File: src/rtl/cmd_interp_pkg.sv
package cmd_interp_pkg;

    localparam int CI_DW   = 32;
    localparam int CI_NREG = 32;
    localparam int CI_AW   = $clog2(CI_NREG);

    localparam logic [7:0] OPC_LOAD  = 8'h01;
    localparam logic [7:0] OPC_AND   = 8'h02;
    localparam logic [7:0] OPC_OR    = 8'h03;
    localparam logic [7:0] OPC_XOR   = 8'h04;
    localparam logic [7:0] OPC_READ  = 8'h05;
    localparam logic [7:0] OPC_FRAME = 8'h06;
    localparam logic [7:0] OPC_STOP  = 8'h07;

    typedef enum logic [2:0] {
        ST_IDLE,
        ST_LD_SEL,
        ST_LD_ARG,
        ST_BW_VAL,
        ST_RD_SEL
    } parse_st_e;

    typedef enum logic [1:0] {
        BW_AND,
        BW_OR,
        BW_XOR
    } bw_op_e;

    typedef struct packed {
        parse_st_e          state;
        logic [CI_NREG-1:0] ld_mask;
        logic [CI_AW-1:0]   bw_reg;
        bw_op_e             bw_op;
        logic [CI_NREG-1:0] rd_mask;
        logic [CI_DW-1:0]   out_val;
        logic               out_vld;
    } core_s;

    typedef struct packed {
        logic busy;
        logic lock;
        logic start;
        logic stop;
    } frm_s;

endpackage

File: src/rtl/cmd_sel_scan.sv
module cmd_sel_scan #(
    parameter int N  = 32,
    localparam int AW = $clog2(N)
) (
    input  logic [N-1:0]  mask,
    output logic [AW-1:0] idx,
    output logic          any
);

    always_comb begin
        idx = '0;
        any = 1'b0;
        for (int i = N - 1; i >= 0; i--) begin
            if (mask[i]) begin
                idx = AW'(i);
                any = 1'b1;
            end
        end
    end

    always_comb begin
        if (any) begin
            AST_SCAN_HIT: assert (mask[idx]);
        end
    end

endmodule

File: src/rtl/cmd_frame_ctl.sv
module cmd_frame_ctl
    import cmd_interp_pkg::*;
(
    input  logic clk,
    input  logic rst_n,
    input  logic go,
    input  logic halt,
    input  logic done,
    output logic start_o,
    output logic stop_o,
    output logic busy_o,
    output logic lock_o
);

    frm_s f_d, f_q;

    always_comb begin
        f_d       = f_q;
        f_d.start = 1'b0;
        f_d.stop  = 1'b0;
        if (done) begin
            f_d.busy = 1'b0;
        end
        if (halt) begin
            f_d.busy = 1'b0;
            f_d.lock = 1'b0;
            f_d.stop = 1'b1;
        end else if (go && !f_q.lock) begin
            if (f_q.busy) begin
                f_d.lock = 1'b1;
            end else begin
                f_d.start = 1'b1;
                f_d.busy  = 1'b1;
            end
        end
    end

    always_ff @(posedge clk) begin
        if (!rst_n) begin
            f_q <= '0;
        end else begin
            f_q <= f_d;
        end
    end

    assign start_o = f_q.start;
    assign stop_o  = f_q.stop;
    assign busy_o  = f_q.busy;
    assign lock_o  = f_q.lock;

    AST_LOCK_STICKY: assert property (@(posedge clk) disable iff (!rst_n)
        (f_q.lock && !halt) |=> f_q.lock);
    AST_LOCK_FROM_BUSY: assert property (@(posedge clk) disable iff (!rst_n)
        $rose(f_q.lock) |-> $past(f_q.busy));
    AST_STOP_CLEARS: assert property (@(posedge clk) disable iff (!rst_n)
        f_q.stop |-> (!f_q.busy && !f_q.lock));
    AST_PULSE_EXCL: assert property (@(posedge clk) disable iff (!rst_n)
        $onehot0({f_q.start, f_q.stop}));
    AST_START_SETS_BUSY: assert property (@(posedge clk) disable iff (!rst_n)
        f_q.start |-> f_q.busy);

endmodule

File: src/rtl/cmd_interp.sv
module cmd_interp
    import cmd_interp_pkg::*;
#(
    parameter logic [CI_NREG-1:0] READ_MASK = 32'hFFFF_FF7F
) (
    input  logic                clk,
    input  logic                rst_n,
    input  logic                cmd_wr,
    input  logic [CI_DW-1:0]    cmd_data,
    input  logic                out_rd,
    output logic [CI_DW-1:0]    out_data,
    output logic                reg_we,
    output logic [CI_AW-1:0]    reg_addr,
    output logic [CI_DW-1:0]    reg_wdata,
    input  logic [CI_DW-1:0]    reg_rdata,
    input  logic                frame_done,
    output logic                frame_start,
    output logic                frame_stop,
    output logic                frame_busy,
    output logic                cmd_locked
);

    core_s c_d, c_q;

    logic [CI_AW-1:0] ld_idx, rd_idx;
    logic             ld_any, rd_any;
    logic             go, halt, rd_reload;
    logic [7:0]       opc;

    assign opc = cmd_data[CI_DW-1 -: 8];

    cmd_sel_scan #(.N(CI_NREG)) u_ld_scan (
        .mask (c_q.ld_mask),
        .idx  (ld_idx),
        .any  (ld_any)
    );

    cmd_sel_scan #(.N(CI_NREG)) u_rd_scan (
        .mask (c_q.rd_mask),
        .idx  (rd_idx),
        .any  (rd_any)
    );

    cmd_frame_ctl u_frm (
        .clk     (clk),
        .rst_n   (rst_n),
        .go      (go),
        .halt    (halt),
        .done    (frame_done),
        .start_o (frame_start),
        .stop_o  (frame_stop),
        .busy_o  (frame_busy),
        .lock_o  (cmd_locked)
    );

    always_comb begin
        c_d       = c_q;
        reg_we    = 1'b0;
        reg_addr  = rd_idx;
        reg_wdata = '0;
        go        = 1'b0;
        halt      = 1'b0;
        rd_reload = 1'b0;

        if (out_rd && c_q.out_vld) begin
            c_d.out_vld = 1'b0;
        end

        if (cmd_wr) begin
            case (c_q.state)
                ST_IDLE: begin
                    if (opc == OPC_STOP) begin
                        halt = 1'b1;
                    end else if (!cmd_locked) begin
                        case (opc)
                            OPC_LOAD: c_d.state = ST_LD_SEL;
                            OPC_AND: begin
                                c_d.bw_op  = BW_AND;
                                c_d.bw_reg = cmd_data[CI_AW-1:0];
                                c_d.state  = ST_BW_VAL;
                            end
                            OPC_OR: begin
                                c_d.bw_op  = BW_OR;
                                c_d.bw_reg = cmd_data[CI_AW-1:0];
                                c_d.state  = ST_BW_VAL;
                            end
                            OPC_XOR: begin
                                c_d.bw_op  = BW_XOR;
                                c_d.bw_reg = cmd_data[CI_AW-1:0];
                                c_d.state  = ST_BW_VAL;
                            end
                            OPC_READ:  c_d.state = ST_RD_SEL;
                            OPC_FRAME: go = 1'b1;
                            default: ;
                        endcase
                    end
                end
                ST_LD_SEL: begin
                    c_d.ld_mask = cmd_data;
                    c_d.state   = (|cmd_data) ? ST_LD_ARG : ST_IDLE;
                end
                ST_LD_ARG: begin
                    reg_we              = 1'b1;
                    reg_addr            = ld_idx;
                    reg_wdata           = cmd_data;
                    c_d.ld_mask[ld_idx] = 1'b0;
                    if (c_d.ld_mask == '0) begin
                        c_d.state = ST_IDLE;
                    end
                end
                ST_BW_VAL: begin
                    reg_we   = 1'b1;
                    reg_addr = c_q.bw_reg;
                    case (c_q.bw_op)
                        BW_AND:  reg_wdata = reg_rdata & cmd_data;
                        BW_OR:   reg_wdata = reg_rdata | cmd_data;
                        default: reg_wdata = reg_rdata ^ cmd_data;
                    endcase
                    c_d.state = ST_IDLE;
                end
                ST_RD_SEL: begin
                    rd_reload   = 1'b1;
                    c_d.rd_mask = cmd_data;
                    c_d.out_vld = 1'b0;
                    c_d.out_val = '0;
                    c_d.state   = ST_IDLE;
                end
                default: c_d.state = ST_IDLE;
            endcase
        end

        if (!reg_we && !rd_reload && !c_q.out_vld && rd_any) begin
            reg_addr            = rd_idx;
            c_d.out_val         = READ_MASK[rd_idx] ? reg_rdata : '0;
            c_d.out_vld         = 1'b1;
            c_d.rd_mask[rd_idx] = 1'b0;
        end
    end

    always_ff @(posedge clk) begin
        if (!rst_n) begin
            c_q       <= '0;
            c_q.state <= ST_IDLE;
            c_q.bw_op <= BW_AND;
        end else begin
            c_q <= c_d;
        end
    end

    assign out_data = c_q.out_vld ? c_q.out_val : '0;

    AST_NO_WRITE_LOCKED: assert property (@(posedge clk) disable iff (!rst_n)
        reg_we |-> !cmd_locked);
    AST_NO_WRITE_ON_STOP: assert property (@(posedge clk) disable iff (!rst_n)
        frame_stop |-> !$past(reg_we));
    AST_ARG_NEEDS_MASK: assert property (@(posedge clk) disable iff (!rst_n)
        (c_q.state == ST_LD_ARG) |-> ld_any);
    AST_POP_ON_READ: assert property (@(posedge clk) disable iff (!rst_n)
        ($fell(c_q.out_vld) && !$past(rd_reload)) |-> $past(out_rd));
    AST_WRITE_ON_WORD: assert property (@(posedge clk) disable iff (!rst_n)
        reg_we |-> cmd_wr);

endmodule

File: config.mk
export PLATFORM = sky130hd
export DESIGN_NAME = cmd_interp
export DESIGN_NICKNAME = d
export VERILOG_FILES = /design/src/rtl/cmd_interp_pkg.sv /design/src/rtl/cmd_sel_scan.sv /design/src/rtl/cmd_frame_ctl.sv /design/src/rtl/cmd_interp.sv
export SDC_FILE = /design/constraint.sdc
export NUM_CORES = 1
export LEC_CHECK = 0
export BUFFER_PORTS_ARGS = -buffer_cell sky130_fd_sc_hd__buf_2
export CORE_UTILIZATION = 62
export CTS_CLUSTER_DIAMETER = 120
export DETAILED_ROUTE_END_ITERATION = 6
export PLACE_DENSITY = 0.87
export SLEW_MARGIN = 10
export SYNTH_ARGS = -nofsm -noshare
export SYNTH_HDL_FRONTEND = slang
export SYNTH_SLANG_ARGS = --single-unit
File: constraint.sdc
create_clock -name clk -period 7.6 [get_ports clk]
set_input_delay 1.52 -clock clk [delete_from_list [all_inputs] [get_ports clk]]
set_output_delay 1.52 -clock clk [all_outputs]
set_load 0.01 [all_outputs]
==> results, run 1 <==
- The part of the power in combinational logic is 22.8%.
- In the post-route analysis, the smallest setup slack over all paths is 2.420 ns.
- The count of synthesis-stage warnings from yosys is 0.
- The clock latency reported for the late side of the worst-skew pair is about 0.37 ns.
- On the final layout, the worst clock skew is 0.01103 ns.
- Setup repair after global routing left no endpoint under its margin.
- The number of endpoints with negative hold slack in the final report came to 0.
- The prevailing post-synth register cell is sky130_fd_sc_hd__dfxtp_1.
- The sequential cells in the finished layout cover a total of 2225 sq um.
- The worst hold path depth is 2.
- Of the available clock period, the critical path in the final layout requires 68.16%.
- The number of levels the H-tree was split into is 3.
- The switching power summed over all nets is 474.6 uW.
- The category of the most critical setup path is primary input to output port.
- After detailed routing, the number of vias per cell comes to 6.467.
- The placed wire-length estimate is 20650 microns.
- The number of buffers inserted by port buffering is 142.
- The achievable frequency is 0.1931 GHz.
- The count of pins on the block boundary is 143.
- Clock tree synthesis found a total of 111 sinks.
- The mapped netlist covers 8647 sq um.
- The die span in x is 120.1 microns.
- The core region is ~13000 sq um.
- Of the total power, the share spent switching nets is 32.53%.
- The share of total power dissipated in sequential elements is 41.1%.
- At the worst endpoint, the arrival time is between 3 and 4 ns.
- The layout cell share with drive strength beyond 1 is 14.57%.
- From synthesis to final layout, the design area changed by 11.68%.
- Summed over all cells, the static leakage comes to 0.004076 uW.
- The path type of the worst min-delay path is register to register.
- The number of max-slew violations in the final report is 0.
- The mean area per synthesized cell is 7.024 sq um.
- The proportion of register bits with asynchronous set or reset after synthesis is 0%.
- The total negative setup slack is 0 ns.
- After synthesis, flip-flops and latches occupy around 26% of the total area.
- In the layout the commonest cells are sky130_fd_sc_hd__nand2_1 (172), sky130_fd_sc_hd__o21ai_0 (160), sky130_fd_sc_hd__buf_2 (141), sky130_fd_sc_hd__dfxtp_1 (109), sky130_fd_sc_hd__a21oi_1 (93).
- The mean routed wirelength per cell is approximately 20 microns.
- Summing all multi-input logic gate instances after layout gives 5777 sq um.
- The pre-antenna-repair detailed-routing pass consisted of 5 iterations.
- The synthesized instance count is 1231.
- Entering global routing, the biggest net connects 79 pins.
- Across all layers, the routed design uses between 9000 and 10000 vias.
- In this run the worst path has a maximum fanout of 38.
- TritonCTS built the clock tree.
- The total wirelength of the detailed-routed design is 29340 microns.
- The leading cell type in the layout, fill and taps excluded is sky130_fd_sc_hd__nand2_1.
- The total number of nets in the final design is 1439.
- The maximum ir drop on the vdd rail is 0.0001282 V.
- After the first detailed-routing iteration, the DRC count stood at about 1100.
- The number of storage elements in the synthesis netlist is 111.
- The power density of the placed cells is 151.1 nW/um^2.
- Before CTS, the worst setup slack after placement is 2.561 ns.
- The cell depth of the worst flop-to-flop path is 9.
- The number of nets in the synthesized netlist is between 1000 and 1500.
- The count of instances resized after the clock tree is built is 0.
- The number of buffers between clock root and the deepest sink is 2.
- The hold-fix buffer count after cts is 0.
- The overall global routing resource usage is between 40% and 50%.
- The repair_antennas step left the layout with diodes totalling 0.
- The worst pin sits at a relative slew slack of 9.535%.
- The number of library cell types mapped by synthesis is 70.
- The endpoint type of the worst setup path is an output port.
- The number of maximum-capacitance violations is 0.
- Measured on the finished design, the core utilization comes to 72.06%.
- The final critical path time including I/O delays and setup is 5.180 ns.
- The number of cells in the finished layout apart from fillers is 1487.
- The worst setup path is launched from a primary input.
- The final estimated routing congestion in global placement is 1.016.
- The global-route wire length before repair is 45690 microns.
- The data required time of the critical path is around 6.1 ns.
- TritonCTS created 9 clock buffers.
- The layout has about 1200 filler cells.
- The floorplan has 42 rows.
- The number of nets with antenna violations after detailed routing is 0.
- The flow ran to the end, and the final reports show no timing, DRC or antenna violations.
- The number of remaining DRC errors is 0.
- The post-CTS clock slew at the launch and capture registers of the worst setup and hold paths is 0.08 ns.
- The synthesized design contains 0 enable-type register cells.
- The clock root buffer is sky130_fd_sc_hd__clkbuf_16.
- The die is 120.1 microns tall.
- The initial antenna violation count is 0.
- The floorplan die area is roughly 14000 sq um.
- The number of global-route vias before repair is 8825.
- Internal power comes to 984.1 uW.
- At the pin with the least slew margin, the transition time is 1.354 ns.
- The initial cell density of the core is between 60% and 70%.
- For this run the aggregate overflow at the end of global routing stands at 0.
- Post-CTS timing repair inserted 0 buffers for setup.
- The placed instance count is roughly 1500.
- The number of endpoints failing setup at the final stage is 0.
- The proportion of power drawn by the clock network is 36.1%.
[path summary, 6_finish.rpt]
| kind | from | to | slack (ns) |
|---|---|---|---|
| max reg2reg | c_q[80] | c_q[105] | 3.85 |
| min | c_q[17] | c_q[17] | 0.47 |
| min reg2reg | c_q[17] | c_q[17] | 0.47 |
| max | cmd_wr | reg_addr[0] | 2.42 |
[cell type report]
type	instances	area share, %
Timing Repair Buffer	153	8.240
Clock inverter	7	0.9847
Inverter	85	3.304
Multi-Input combinational cell	946	59.82
Clock buffer	9	2.332
Sequential cell	111	23.04
Tap cell	176	2.280
[power by group through the flow]
stage,combinational [uW],sequential [uW],clock [uW]
after global routing,355,600,550
after floorplan,207,606,0
after detailed placement,319,612,0
final,333,599,527
after CTS,321,598,528
after global placement,320,612,0
[state kept, by name, indices dropped and copies added, names as in the netlist]
name           flops
c_q              107
u_frm.busy_o       1
u_frm.lock_o       1
u_frm.start_o      1
u_frm.stop_o       1
[cells by family after synthesis]
family | share of synthesized area (%)
compound gates | 30.89
xor+xnor | 0.1013
fa+ha+maj | 9.376
buf+inv | 7.698
flops | 25.70
mux | 0.8103
simple gates | 25.42
[worst max-delay path, cell delays in order]
cell,delay (ns)
sky130_fd_sc_hd__buf_2,0.47
sky130_fd_sc_hd__nor2b_1,0.27
sky130_fd_sc_hd__and2_1,0.39
sky130_fd_sc_hd__nor3_1,0.16
sky130_fd_sc_hd__nand2_1,0.16
sky130_fd_sc_hd__nand2_1,0.17
sky130_fd_sc_hd__o32ai_1,0.29
sky130_fd_sc_hd__buf_2,0.22
[cell usage after synthesis, drive strengths merged (2+ instances only)]
master | n | share of area [%]
o21bai | 5 | 0.43
a211oi | 8 | 0.84
nor4 | 24 | 1.9
and2 | 37 | 2.7
o32ai | 2 | 0.20
o2111ai | 2 | 0.20
nor3 | 21 | 1.3
nor2 | 59 | 2.6
dfxtp | 111 | 26
o211ai | 13 | 1.1
or4 | 9 | 0.82
a32oi | 33 | 3.3
nor3b | 3 | 0.26
o31ai | 9 | 0.94
and3 | 3 | 0.22
o31a | 2 | 0.20
a21o | 2 | 0.17
mux2i | 7 | 0.81
nand2b | 12 | 0.87
o21ai | 160 | 9.3
buf | 11 | 0.62
ha | 64 | 9.3
a22oi | 35 | 3.0
a2111oi | 2 | 0.20
nand3 | 39 | 2.3
nor2b | 47 | 3.4
a31oi | 3 | 0.22
or2 | 3 | 0.22
inv | 85 | 3.7
o22ai | 3 | 0.22
o21a | 3 | 0.26
a21boi | 32 | 2.8
o41ai | 2 | 0.20
or3 | 8 | 0.64
nand4 | 4 | 0.29
a21oi | 94 | 5.4
nand2 | 173 | 7.5
clkbuf | 78 | 3.4
a221oi | 3 | 0.38
o2bb2ai | 2 | 0.20
[stage by stage]
stage / cell area, sq um / total power, uW / hold slack, ns
after global placement: 9336 / 932.2 / 0.4390
after CTS: 9657 / 1447 / 0.4676
after global routing: 9657 / 1505 / 0.4863
after detailed placement: 9336 / 931.0 / 0.4491
final: 9657 / 1459 / 0.4682
after floorplan: 8647 / 813.3 / 0.4277
[per-layer routing]
layer  global-route usage, %  wire length (microns)  part of all wire [%]  vias to the layer above
met2                   65.09                  13720                    47                      524
met1                   52.00                  11810                    40                     4498
met3                   7.890                   2955                    10                       65
li1                        -                      -                     -                     4529
met4                   18.59                    855                   2.9                        0
met5                       0                      0                     0                        -
(Power assumes the default switching activity.)
==> inputs of run 2 (changes only) <==
CORE_UTILIZATION = 58   (was 62)
PLACE_DENSITY = 0.82   (was 0.87)
clock period = 5 ns   (was 7.6 ns; I/O delays follow)
==> results, run 2 (same netlist as run 1, synthesis figures left out) <==
- The run finished with clean final reports.
- The total negative setup slack came to 0 ns (unchanged).
- The overall global routing resource usage is 37.94% (-2.5 points).
- The initial cell density of the core was 59.50% (-5.0 points).
- Of the available clock period, the critical path in the final layout requires roughly four fifths.
- The count of instances resized after the clock tree is built is 0 (unchanged).
- The initial detailed-routing violation count is 1096 (-3.2%).
- The final critical path time including I/O delays and setup is 3.924 ns.
- The total overflow reported by the global router is 0 (unchanged).
- The floorplan die area came to 15400 sq um (+6.8%).
- The number of cells in the finished layout apart from fillers is 1499 (+0.81%).
- The number of global-route vias before repair is 8567 (-2.9%).
- The clock root buffer is sky130_fd_sc_hd__clkbuf_16.
- The worst slew margin relative to its limit is 27.23% (+18 points).
- Setup repair after global routing left no endpoint under its margin.
- The placement row count is 44 (+4.8%).
- Leaving out fill and tap cells, the most frequent cells in the layout are sky130_fd_sc_hd__nand2_1 (172), sky130_fd_sc_hd__o21ai_0 (160), sky130_fd_sc_hd__buf_2 (141), sky130_fd_sc_hd__dfxtp_1 (109), sky130_fd_sc_hd__a21oi_1 (93).
- The achievable frequency is about 0.25 GHz.
- The standby leakage power was 0.004086 uW (+0.26%).
- The power density of the placed cells is 220.8 nW/um^2 (+46%).
- The total wirelength of the detailed-routed design is 28650 microns (-2.3%).
- The highest cell delay on the worst timing path is 0.67 ns (+0.20 ns).
- The signal on the critical path passes through nor2_1, o31ai_1, and2b_1, nor4_2, a22oi_1, o22ai_1, buf_2.
- The die span in x came to 124.1 microns (+3.3%).
- The flip-flop count of the largest register, all copies and words added is 107 (unchanged).
- The vias per cell came to 6.398 (-1.1%).
- The number of levels the H-tree was split into is 3 (unchanged).
- The initial antenna violation count is 0 (unchanged).
- The data required time of the critical path is 4.00 ns (-2.08 ns).
- By startpoint and endpoint, the worst setup path is classified as register to output port.
- The layout cell share with drive strength beyond 1 is 14.68% (+0.11 points).
- The number of nets with antenna violations after detailed routing is 0 (unchanged).
- The number of remaining DRC errors is 0 (unchanged).
- The worst setup path is captured at an output port.
- The area of the core is 14530 sq um (+8.5%).
- The number of buffers added by the clock tree synthesis step came to 9 (unchanged).
- The post-CTS clock slew at the launch and capture registers of the worst setup and hold paths is 0.07 ns (about the same).
- The data arrival at the endpoint of the critical path is 2.92 ns (-0.74 ns).
- The core utilization of the finished layout is 66.55% (-5.5 points).
- The count of pins on the block boundary is 143 (unchanged).
- The cell with the biggest individual delay on the critical path is sky130_fd_sc_hd__nor4_2.
- The pin count of the biggest net entering global routing was 84 (+6.3%).
- The total number of nets in the final design is 1443 (+0.28%).
- The number of antenna cells inserted is 0 (unchanged).
- The clock latency reported for the late side of the worst-skew pair is 0.36 ns (about the same).
- The number of detailed-routing iterations run before antenna repair is 5 (unchanged).
- The number of max-slew violations in the final report is 0 (unchanged).
- The final estimated routing congestion in global placement came to 1.088 (+7.1%).
- The via total after detailed routing is 9590 (-0.27%).
- TritonCTS built the clock tree.
- The number of maximum-capacitance violations is 0 (unchanged).
- The mean routed wirelength per cell was 19.11 microns (-3.1%).
- The global-route wire length before repair came to 45040 microns (-1.4%).
- The tightest min-delay check is of the register to register type.
- The placed wire-length estimate is 20540 microns (-0.54%).
- The leading cell type in the layout, fill and taps excluded is sky130_fd_sc_hd__nand2_1.
- The count of clock tree sinks was 111 (unchanged).
- The post-CTS repair timing setup buffer count is 0 (unchanged).
- The maximum ir drop on the vdd rail came to 0.0001818 V (+42%).
- The placed instance count is 1483 (+0.82%).
- The worst hold-check slack is 0.4622 ns (-0.006083 ns).
- The hold-fix buffer count after cts is 0 (unchanged).
- The number of endpoints with negative hold slack in the final report is 0 (unchanged).
- The worst setup path is launched from a register.
- The number of buffers between clock root and the deepest sink is 2 (unchanged).
- The worst clock skew was 0.008982 ns (-0.002051 ns).
- The number of endpoints failing setup at the final stage is 0 (unchanged).
- The critical-path maximum fanout is 7 (-82%).
- The chip height is 124.1 microns (+3.3%).
- The number of buffers inserted by port buffering is 142 (unchanged).
- The register with the most flip-flops in the final layout is c_q.
- The area growth from synthesis to layout is 11.85%.
- The slew of the pin with the lowest slew margin is 1.090 ns (-0.2639 ns).
==> run 2: worst max-delay path, delay by kind of cell (launching register included) <==
| kind | cells | cell delay [ns] |
|---|---|---|
| flip-flops | 1 | 0.47 |
| AO/OA/AOI/OAI | 3 | 0.88 |
| AND/OR/NAND/NOR | 3 | 1.07 |
| buffers and inverters | 1 | 0.16 |
==> run 2: stage by stage <==
stage	worst slack [ns]	cell area (sq um)	power, uW
floorplan	1.627	8647	1236
global placement	1.336	9375	1402
detailed placement	1.319	9375	1409
CTS	1.254	9672	2123
global route	0.9481	9672	2217
finish	1.076	9672	2136
==> run 2: cell type report <==
class	count	area, sq um
sequential	111	2225
clock buffer	14	284.0
multi-input combinational	946	5776
fill	1360	4862
clock inverter	2	12.51
tap	184	230.2
inverter	85	319.1
timing repair buffer	157	825.8
==> run 2: per-layer routing <==
layer / up-vias / GRT usage, % / routed length, microns
li1: 4513 / - / -
met1: 4473 / 50.11 / 11940
met2: 505 / 58.25 / 12740
met3: 99 / 8.379 / 2767
met4: 0 / 18.23 / 1207
met5: - / 0 / 0
==> run 2: worst paths after layout <==
| kind | endpoint | start | depth (start not counted) | slack [ns] |
|---|---|---|---|---|
| worst max-delay path | reg_addr[1] | c_q[78] | 7 | 1.08 |
| worst min-delay path | c_q[16] | c_q[16] | 2 | 0.46 |
| worst max register to register | c_q[105] | c_q[78] | 9 | 1.41 |
| worst min register to register | c_q[16] | c_q[16] | 2 | 0.46 |
==> run 2: where the power goes <==
group	internal, uW	total, uW	switching (uW)
Combinational	163	496	332
Clock	393	730	337
Sequential	892	910	17.6
Total	1450	2140	687
